### config.mk
export PLATFORM = sky130hd
export DESIGN_NAME = sdma_channel
export DESIGN_NICKNAME = d
export VERILOG_FILES = /design/src/rtl/sdma_pkg.sv /design/src/rtl/sdma_req_latch.sv /design/src/rtl/sdma_addr_cnt.sv /design/src/rtl/sdma_xfer_fsm.sv /design/src/rtl/sdma_channel.sv
export SDC_FILE = /design/constraint.sdc
export NUM_CORES = 1
export LEC_CHECK = 0
export CORE_MARGIN = 2
export CORE_UTILIZATION = 66
export CTS_BUF_LIST = sky130_fd_sc_hd__clkbuf_8
export DETAILED_ROUTE_END_ITERATION = 6
export DONT_BUFFER_PORTS = 1
export PLACE_DENSITY = 0.82
export REMOVE_ABC_BUFFERS = 1
export SLEW_MARGIN = 15
export SYNTH_ARGS = -nofsm -noshare
export SYNTH_HDL_FRONTEND = slang
export SYNTH_SLANG_ARGS = --single-unit
export TNS_END_PERCENT = 10
### constraint.sdc
create_clock -name clk -period 4 [get_ports clk]
set_input_delay 0.2 -clock clk [delete_from_list [all_inputs] [get_ports clk]]
set_output_delay 0.2 -clock clk [all_outputs]
set_load 0.01 [all_outputs]
### src/rtl/sdma_pkg.sv
package sdma_pkg;

  typedef enum logic [1:0] {
    MODE_STEP   = 2'd0,
    MODE_FIXED  = 2'd1,
    MODE_RPT    = 2'd2,
    MODE_STEP_B = 2'd3
  } sdma_mode_e;

  typedef enum logic [1:0] {
    XS_IDLE  = 2'd0,
    XS_READ  = 2'd1,
    XS_WRITE = 2'd2
  } xfer_state_e;

  // byte count of one transfer unit
  function automatic logic [2:0] unit_bytes(input logic word);
    return word ? 3'd2 : 3'd1;
  endfunction

  // memory address moves after each transfer
  function automatic logic mode_steps(input sdma_mode_e m);
    return m != MODE_FIXED;
  endfunction

  // count exhaustion restores the loaded state instead of stopping
  function automatic logic mode_reloads(input sdma_mode_e m);
    return m == MODE_RPT;
  endfunction

endpackage

### src/rtl/sdma_req_latch.sv
module sdma_req_latch #(
  parameter int NTRIG = 6,
  parameter int SEL_W = 3
) (
  input  logic             clk,
  input  logic             rst_n,
  input  logic [NTRIG-1:0] trig_in,
  input  logic [SEL_W-1:0] trig_sel,
  input  logic             arm,
  input  logic             take,
  input  logic             flush,
  output logic             pend
);

  logic hit;

  always_comb begin
    hit = 1'b0;
    for (int i = 0; i < NTRIG; i++) begin
      if (trig_sel == SEL_W'(i)) hit = trig_in[i];
    end
    hit = hit & arm;
  end

  // a new strobe wins over the take in the same cycle
  always_ff @(posedge clk or negedge rst_n) begin
    if (!rst_n)      pend <= 1'b0;
    else if (flush)  pend <= 1'b0;
    else if (hit)    pend <= 1'b1;
    else if (take)   pend <= 1'b0;
  end

  AST_PEND_KEEP: assert property (@(posedge clk) disable iff (!rst_n)
    pend && !take && !flush |=> pend);
  AST_HIT_WINS: assert property (@(posedge clk) disable iff (!rst_n)
    hit && !flush |=> pend);

endmodule

### src/rtl/sdma_addr_cnt.sv
module sdma_addr_cnt
  import sdma_pkg::*;
#(
  parameter int MEM_AW = 24,
  parameter int CNT_W  = 16,
  parameter int RPT_W  = 8
) (
  input  logic              clk,
  input  logic              rst_n,
  input  logic              load,
  input  sdma_mode_e        load_mode,
  input  logic [MEM_AW-1:0] load_addr,
  input  logic [CNT_W-1:0]  load_count,
  input  logic              step,
  input  sdma_mode_e        mode,
  input  logic              word,
  input  logic              down,
  output logic [MEM_AW-1:0] mem_addr,
  output logic              last,
  output logic              reload_ev
);

  logic [MEM_AW-1:0] base_addr;
  logic [MEM_AW-1:0] stride;
  logic [MEM_AW-1:0] addr_next;
  logic [CNT_W-1:0]  cnt_q;
  logic [CNT_W-1:0]  base_cnt;
  logic [CNT_W-1:0]  cnt_init;

  assign cnt_init  = mode_reloads(load_mode) ? CNT_W'(load_count[RPT_W-1:0]) : load_count;
  assign stride    = MEM_AW'(unit_bytes(word));
  assign last      = (cnt_q == CNT_W'(1));
  assign reload_ev = step && last && mode_reloads(mode);

  always_comb begin
    if (!mode_steps(mode)) addr_next = mem_addr;
    else if (down)         addr_next = mem_addr - stride;
    else                   addr_next = mem_addr + stride;
  end

  // a loaded count of 0 wraps past 1 only after 2^CNT_W transfers
  always_ff @(posedge clk or negedge rst_n) begin
    if (!rst_n) begin
      mem_addr  <= '0;
      base_addr <= '0;
      cnt_q     <= '0;
      base_cnt  <= '0;
    end else if (load) begin
      mem_addr  <= load_addr;
      base_addr <= load_addr;
      cnt_q     <= cnt_init;
      base_cnt  <= cnt_init;
    end else if (step) begin
      if (reload_ev) begin
        mem_addr <= base_addr;
        cnt_q    <= base_cnt;
      end else begin
        mem_addr <= addr_next;
        cnt_q    <= cnt_q - CNT_W'(1);
      end
    end
  end

  AST_FIXED_ADDR: assert property (@(posedge clk) disable iff (!rst_n)
    step && !mode_steps(mode) |=> $stable(mem_addr));
  AST_CNT_DOWN: assert property (@(posedge clk) disable iff (!rst_n)
    step && !last |=> cnt_q == $past(cnt_q) - CNT_W'(1));
  AST_RELOAD: assert property (@(posedge clk) disable iff (!rst_n)
    reload_ev |=> (cnt_q == base_cnt) && (mem_addr == base_addr));
  AST_STEP_SIZE: assert property (@(posedge clk) disable iff (!rst_n)
    step && mode_steps(mode) && !last |=>
      (MEM_AW'(mem_addr - $past(mem_addr)) == stride) ||
      (MEM_AW'($past(mem_addr) - mem_addr) == stride));

endmodule

### src/rtl/sdma_xfer_fsm.sv
module sdma_xfer_fsm
  import sdma_pkg::*;
#(
  parameter int MEM_AW = 24,
  parameter int DATA_W = 16,
  parameter int BYTE_W = 8
) (
  input  logic              clk,
  input  logic              rst_n,
  input  logic              go,
  input  logic              word,
  input  logic [MEM_AW-1:0] src_addr,
  input  logic [MEM_AW-1:0] dst_addr,
  input  logic              bus_rdy,
  input  logic [DATA_W-1:0] bus_rdata,
  output logic              bus_req,
  output logic              bus_we,
  output logic [MEM_AW-1:0] bus_addr,
  output logic [DATA_W-1:0] bus_wdata,
  output logic              take,
  output logic              xfer_done,
  output logic              busy
);

  xfer_state_e state;
  logic        read_done;
  logic [DATA_W-1:0] data_q;

  assign take      = (state == XS_IDLE) && go;
  assign read_done = (state == XS_READ) && bus_rdy;
  assign xfer_done = (state == XS_WRITE) && bus_rdy;
  assign bus_req   = (state != XS_IDLE);
  assign bus_we    = (state == XS_WRITE);
  assign bus_addr  = (state == XS_WRITE) ? dst_addr : src_addr;
  assign bus_wdata = data_q;
  assign busy      = bus_req;

  always_ff @(posedge clk or negedge rst_n) begin
    if (!rst_n) begin
      state <= XS_IDLE;
    end else begin
      case (state)
        XS_IDLE:  if (go)      state <= XS_READ;
        XS_READ:  if (bus_rdy) state <= XS_WRITE;
        XS_WRITE: if (bus_rdy) state <= XS_IDLE;
        default:               state <= XS_IDLE;
      endcase
    end
  end

  always_ff @(posedge clk or negedge rst_n) begin
    if (!rst_n)         data_q <= '0;
    else if (read_done) data_q <= word ? bus_rdata
                                       : {{(DATA_W-BYTE_W){1'b0}}, bus_rdata[BYTE_W-1:0]};
  end

  AST_HOLD_CYCLE: assert property (@(posedge clk) disable iff (!rst_n)
    bus_req && !bus_rdy |=> bus_req && $stable(bus_addr) && $stable(bus_we));
  AST_WRITE_AFTER_READ: assert property (@(posedge clk) disable iff (!rst_n)
    $rose(bus_we) |-> $past(bus_req && !bus_we && bus_rdy));

endmodule

### src/rtl/sdma_channel.sv
module sdma_channel
  import sdma_pkg::*;
#(
  parameter int MEM_AW = 24,
  parameter int PER_AW = 8,
  parameter int DATA_W = 16,
  parameter int BYTE_W = 8,
  parameter int CNT_W  = 16,
  parameter int RPT_W  = 8,
  parameter int NTRIG  = 6,
  parameter int SEL_W  = 3,
  parameter logic [MEM_AW-PER_AW-1:0] PER_HI = '1
) (
  input  logic              clk,
  input  logic              rst_n,
  input  logic              cfg_load,
  input  logic [1:0]        cfg_mode,
  input  logic              cfg_word,
  input  logic              cfg_down,
  input  logic              cfg_per_to_mem,
  input  logic [SEL_W-1:0]  cfg_trig_sel,
  input  logic [MEM_AW-1:0] cfg_mem_addr,
  input  logic [PER_AW-1:0] cfg_per_addr,
  input  logic [CNT_W-1:0]  cfg_count,
  input  logic [NTRIG-1:0]  trig_in,
  output logic              bus_req,
  output logic              bus_we,
  output logic              bus_word,
  output logic [MEM_AW-1:0] bus_addr,
  output logic [DATA_W-1:0] bus_wdata,
  input  logic [DATA_W-1:0] bus_rdata,
  input  logic              bus_rdy,
  output logic              ch_en,
  output logic              done_irq
);

  sdma_mode_e        mode_q;
  logic              word_q, down_q, to_mem_q;
  logic [SEL_W-1:0]  sel_q;
  logic [PER_AW-1:0] per_q;

  logic              busy, take, xfer_done, pend, last, reload_ev;
  logic              cfg_accept, finish;
  logic [MEM_AW-1:0] mem_addr, per_full, src_addr, dst_addr;

  assign cfg_accept = cfg_load && !busy;
  assign finish     = xfer_done && last && !mode_reloads(mode_q);
  assign per_full   = {PER_HI, per_q};
  assign src_addr   = to_mem_q ? per_full : mem_addr;
  assign dst_addr   = to_mem_q ? mem_addr : per_full;
  assign bus_word   = word_q;

  always_ff @(posedge clk or negedge rst_n) begin
    if (!rst_n) begin
      mode_q   <= MODE_STEP;
      word_q   <= 1'b0;
      down_q   <= 1'b0;
      to_mem_q <= 1'b0;
      sel_q    <= '0;
      per_q    <= '0;
    end else if (cfg_accept) begin
      mode_q   <= sdma_mode_e'(cfg_mode);
      word_q   <= cfg_word;
      down_q   <= cfg_down;
      to_mem_q <= cfg_per_to_mem;
      sel_q    <= cfg_trig_sel;
      per_q    <= cfg_per_addr;
    end
  end

  always_ff @(posedge clk or negedge rst_n) begin
    if (!rst_n) begin
      ch_en    <= 1'b0;
      done_irq <= 1'b0;
    end else begin
      done_irq <= finish;
      if (cfg_accept)  ch_en <= 1'b1;
      else if (finish) ch_en <= 1'b0;
    end
  end

  sdma_req_latch #(.NTRIG(NTRIG), .SEL_W(SEL_W)) u_req (
    .clk(clk), .rst_n(rst_n), .trig_in(trig_in), .trig_sel(sel_q),
    .arm(ch_en), .take(take), .flush(cfg_accept || finish), .pend(pend)
  );

  sdma_addr_cnt #(.MEM_AW(MEM_AW), .CNT_W(CNT_W), .RPT_W(RPT_W)) u_addr (
    .clk(clk), .rst_n(rst_n), .load(cfg_accept), .load_mode(sdma_mode_e'(cfg_mode)),
    .load_addr(cfg_mem_addr), .load_count(cfg_count), .step(xfer_done),
    .mode(mode_q), .word(word_q), .down(down_q),
    .mem_addr(mem_addr), .last(last), .reload_ev(reload_ev)
  );

  sdma_xfer_fsm #(.MEM_AW(MEM_AW), .DATA_W(DATA_W), .BYTE_W(BYTE_W)) u_fsm (
    .clk(clk), .rst_n(rst_n), .go(ch_en && pend), .word(word_q),
    .src_addr(src_addr), .dst_addr(dst_addr), .bus_rdy(bus_rdy), .bus_rdata(bus_rdata),
    .bus_req(bus_req), .bus_we(bus_we), .bus_addr(bus_addr), .bus_wdata(bus_wdata),
    .take(take), .xfer_done(xfer_done), .busy(busy)
  );

  AST_DONE_OFF: assert property (@(posedge clk) disable iff (!rst_n)
    done_irq |-> !ch_en);
  AST_DONE_PULSE: assert property (@(posedge clk) disable iff (!rst_n)
    done_irq |=> !done_irq);
  AST_RPT_NO_DONE: assert property (@(posedge clk) disable iff (!rst_n)
    mode_q == MODE_RPT |-> !done_irq);
  AST_RELOAD_KEEPS_EN: assert property (@(posedge clk) disable iff (!rst_n)
    reload_ev |=> ch_en);
  AST_OFF_QUIET: assert property (@(posedge clk) disable iff (!rst_n)
    !ch_en |-> !bus_req);

endmodule

==> out/metrics.csv <==
metric;value;unit
outcome;finished, final reports clean;
clockBufferDepth;2;
htreeDepth;4;
grt_usage;34.61;%
ys_seq_area_share;42.90;%
synth_flop_cell;dfrtp_1;
finish.utilization;79.59;%
fillers;646;
cp-endpoint;u_addr.mem_addr[18];
cts_sinks;117;
die_area;11170;um2
dr.pass1.iters;5;
max_freq;0.3195;GHz
netlist_area;6824;um2
antenna_found_initial;0;
final_area;8107;um2
p_leak;3.661;nW
syn_inst;802;
postSynth.asyncResetShare;100.0;%
met2_usage;57.74;%
crit_required;4360;ps
final_nets;965;
post-cts-setup-buffer-count;0;
cp-start-kind;flop;
cts-root-buf;clkbuf_8;
drt-total-wl;18640;um
peakVddDrop;0.6267;mV
row_count;37;
insertion_delay;450;ps
timing.rr.end;u_addr.mem_addr[18];
use_met1;44.59;%
n_antenna_cell;0;
ys_top_cells_by_count;213 x nand2_1, 117 x dfrtp_1, 57 x a21oi_1;
hold_class;input port to flop;
syn_area_per_cell;8.509;um2
cts_buffers;17;
critPathLaunch;bus_word;
powerDensity;933.6;nW/um2
cts_resized;0;
placed_cell_area;6873;um2
grt_overflow;0;
hold_violations;0;
synth_top_area_cell;dfrtp_1;
die_y;105.7;um
relSlewSlack;21.49;%
gp_congestion;0.9174;
grt_pass1_wl;30520;um
netlist.area_leader.share;42.90;%
ys_warn_count;0;
ant_nets;0;
grt_max_degree;118;
cp_max_fo;11;
ys_ff_latch;117;
drc_errors;0;
fin_tns_setup;0;ps
gr-usage-met3;6.926;%
maxCapViolCount;0;
holdWs;27.69;ps
slew_viol_final;0;
critPathArrivalTime;3490;ps
cts_tree;yes;
fp.dieW;105.7;um
synth_edf_count;0;
r2r_setup_slack;870;ps
crit_type;flop to flop;
rr_worst_depth;12;
grt.busiest_layer;met2;
synth_area_leaders;dfrtp_1 43%, nand2_1 12%, ha_1 4.6%;
drt-initial-drc-count;659;
io_buffers;0;
coreArea;10180;um2
final.setup_skew;10.44;ps
routedWlPerCell;18.53;um
yosysMostFrequentCell;nand2_1;
end_kind;flop;
viasPerCell;6.240;
setup_viol_count_final;0;
worstMarginPinSlew;1178;ps
fin_crit_sh;78.24;%
layout-drive-gt1-share;8.966;%
r2r_start;bus_word;
ios;127;
post-route-min-period;3130;ps
grt_pass1_vias;6268;
power;7.568;mW
clk_pin_slew;80;ps
grt_setup_unrepaired;no;
ys_types;65;
start_util;67.00;%
hpwl;11350;um
vias;6277;
syn2layout_area_growth;18.79;%
-- power breakdown --
group          switching [mW]  internal [mW]  total (mW)
combinational            2.40           1.64        4.03
clock                   0.505          0.754        1.26
sequential              0.524           1.75        2.28
-- metal layers --
| layer | up-vias | share of wire [%] |
|---|---|---|
| li1 | 2906 | - |
| met1 | 3054 | 41 |
| met2 | 276 | 50 |
| met3 | 41 | 6.2 |
| met4 | 0 | 2.2 |
| met5 | - | 0 |
-- final cells by class --
class	count	area (um2)	share of cell area, %
clock inverter	14	207.7	2.562
tap	136	170.2	2.099
inverter	14	52.55	0.6482
timing repair buffer	84	850.8	10.50
multi-input combinational	623	3650	45.02
sequential	117	2928	36.12
clock buffer	18	247.7	3.056
-- what timing repair did --
| action | 4_1_cts | 5_1_grt |
|---|---|---|
| hold endpoints to repair | 228 | 0 |
| endpoints found under the setup margin | 0 | 0 |
| hold buffers | 76 | 0 |
-- worst max-delay path, stage by stage (launching register included) --
cell and delay (ps):
dfrtp_1 550, inv_1 140, ha_1 170, inv_1 50
fa_1 420, a211o_1 320, o211ai_1 150, a21oi_1 190
a31oi_2 410, nand2_1 130, o22ai_1 210, xnor2_1 80
a211oi_1 210
-- stage by stage --
stage          std cells  setup slack, ps
3_5_place_dp         898            881.4
5_1_grt             1006            646.2
3_3_place_gp         898            973.2
6_report            1006            870.4
4_1_cts             1006            858.9
2_1_floorplan        754            718.1
-- cells by family after synthesis --
family,after synthesis,share of synthesized area [%]
buffers and inverters,62,3.777
muxes,21,3.594
AOI/OAI and AO/OA,212,19.55
adders and majority gates,26,4.877
xor gates and xnor gates,27,3.465
DFF,117,42.90
and+or+nand+nor,337,21.84
-- registers in the layout, summed over array words and instances (netlist names), 2 cells and up --
signal and count:
u_fsm.bus_wdata 16, sel_q 3, u_addr.cnt_q 16, u_addr.mem_addr 24
mode_q 2, u_addr.base_addr 24, per_q 8, u_fsm.state 2
u_addr.base_cnt 16
-- worst min path at each step --
stage                           startpoint                  end  slack (ps)  cells past startpoint
after floorplan                      rst_n             bus_word        -100                      0
final                     cfg_mem_addr[18]  u_addr.mem_addr[18]          30                      2
after detailed placement             rst_n   u_fsm.bus_wdata[1]         -90                      0
after CTS                 cfg_mem_addr[18]  u_addr.mem_addr[18]           3                      2
after global routing      cfg_mem_addr[18]  u_addr.mem_addr[18]           6                      2
after global placement               rst_n   u_fsm.bus_wdata[1]         -90                      0
-- placed cells by master (no fill, tap or decap), types with 12 or more instances in the layout --
cell type      instances
a211oi_1              15
a21oi_1               57
clkbuf_8              18
dfrtp_1              117
dlygate4sd3_1         75
ha_1                  25
inv_1                 16
mux2_2                18
nand2_1              212
nand2b_1              21
nor2_1                43
nor3_1                13
o211ai_1              12
o21ai_0               44
o21ai_1               12
o22ai_1               13
xnor2_1               18
No activity file was read; power rests on OpenSTA's default activity.
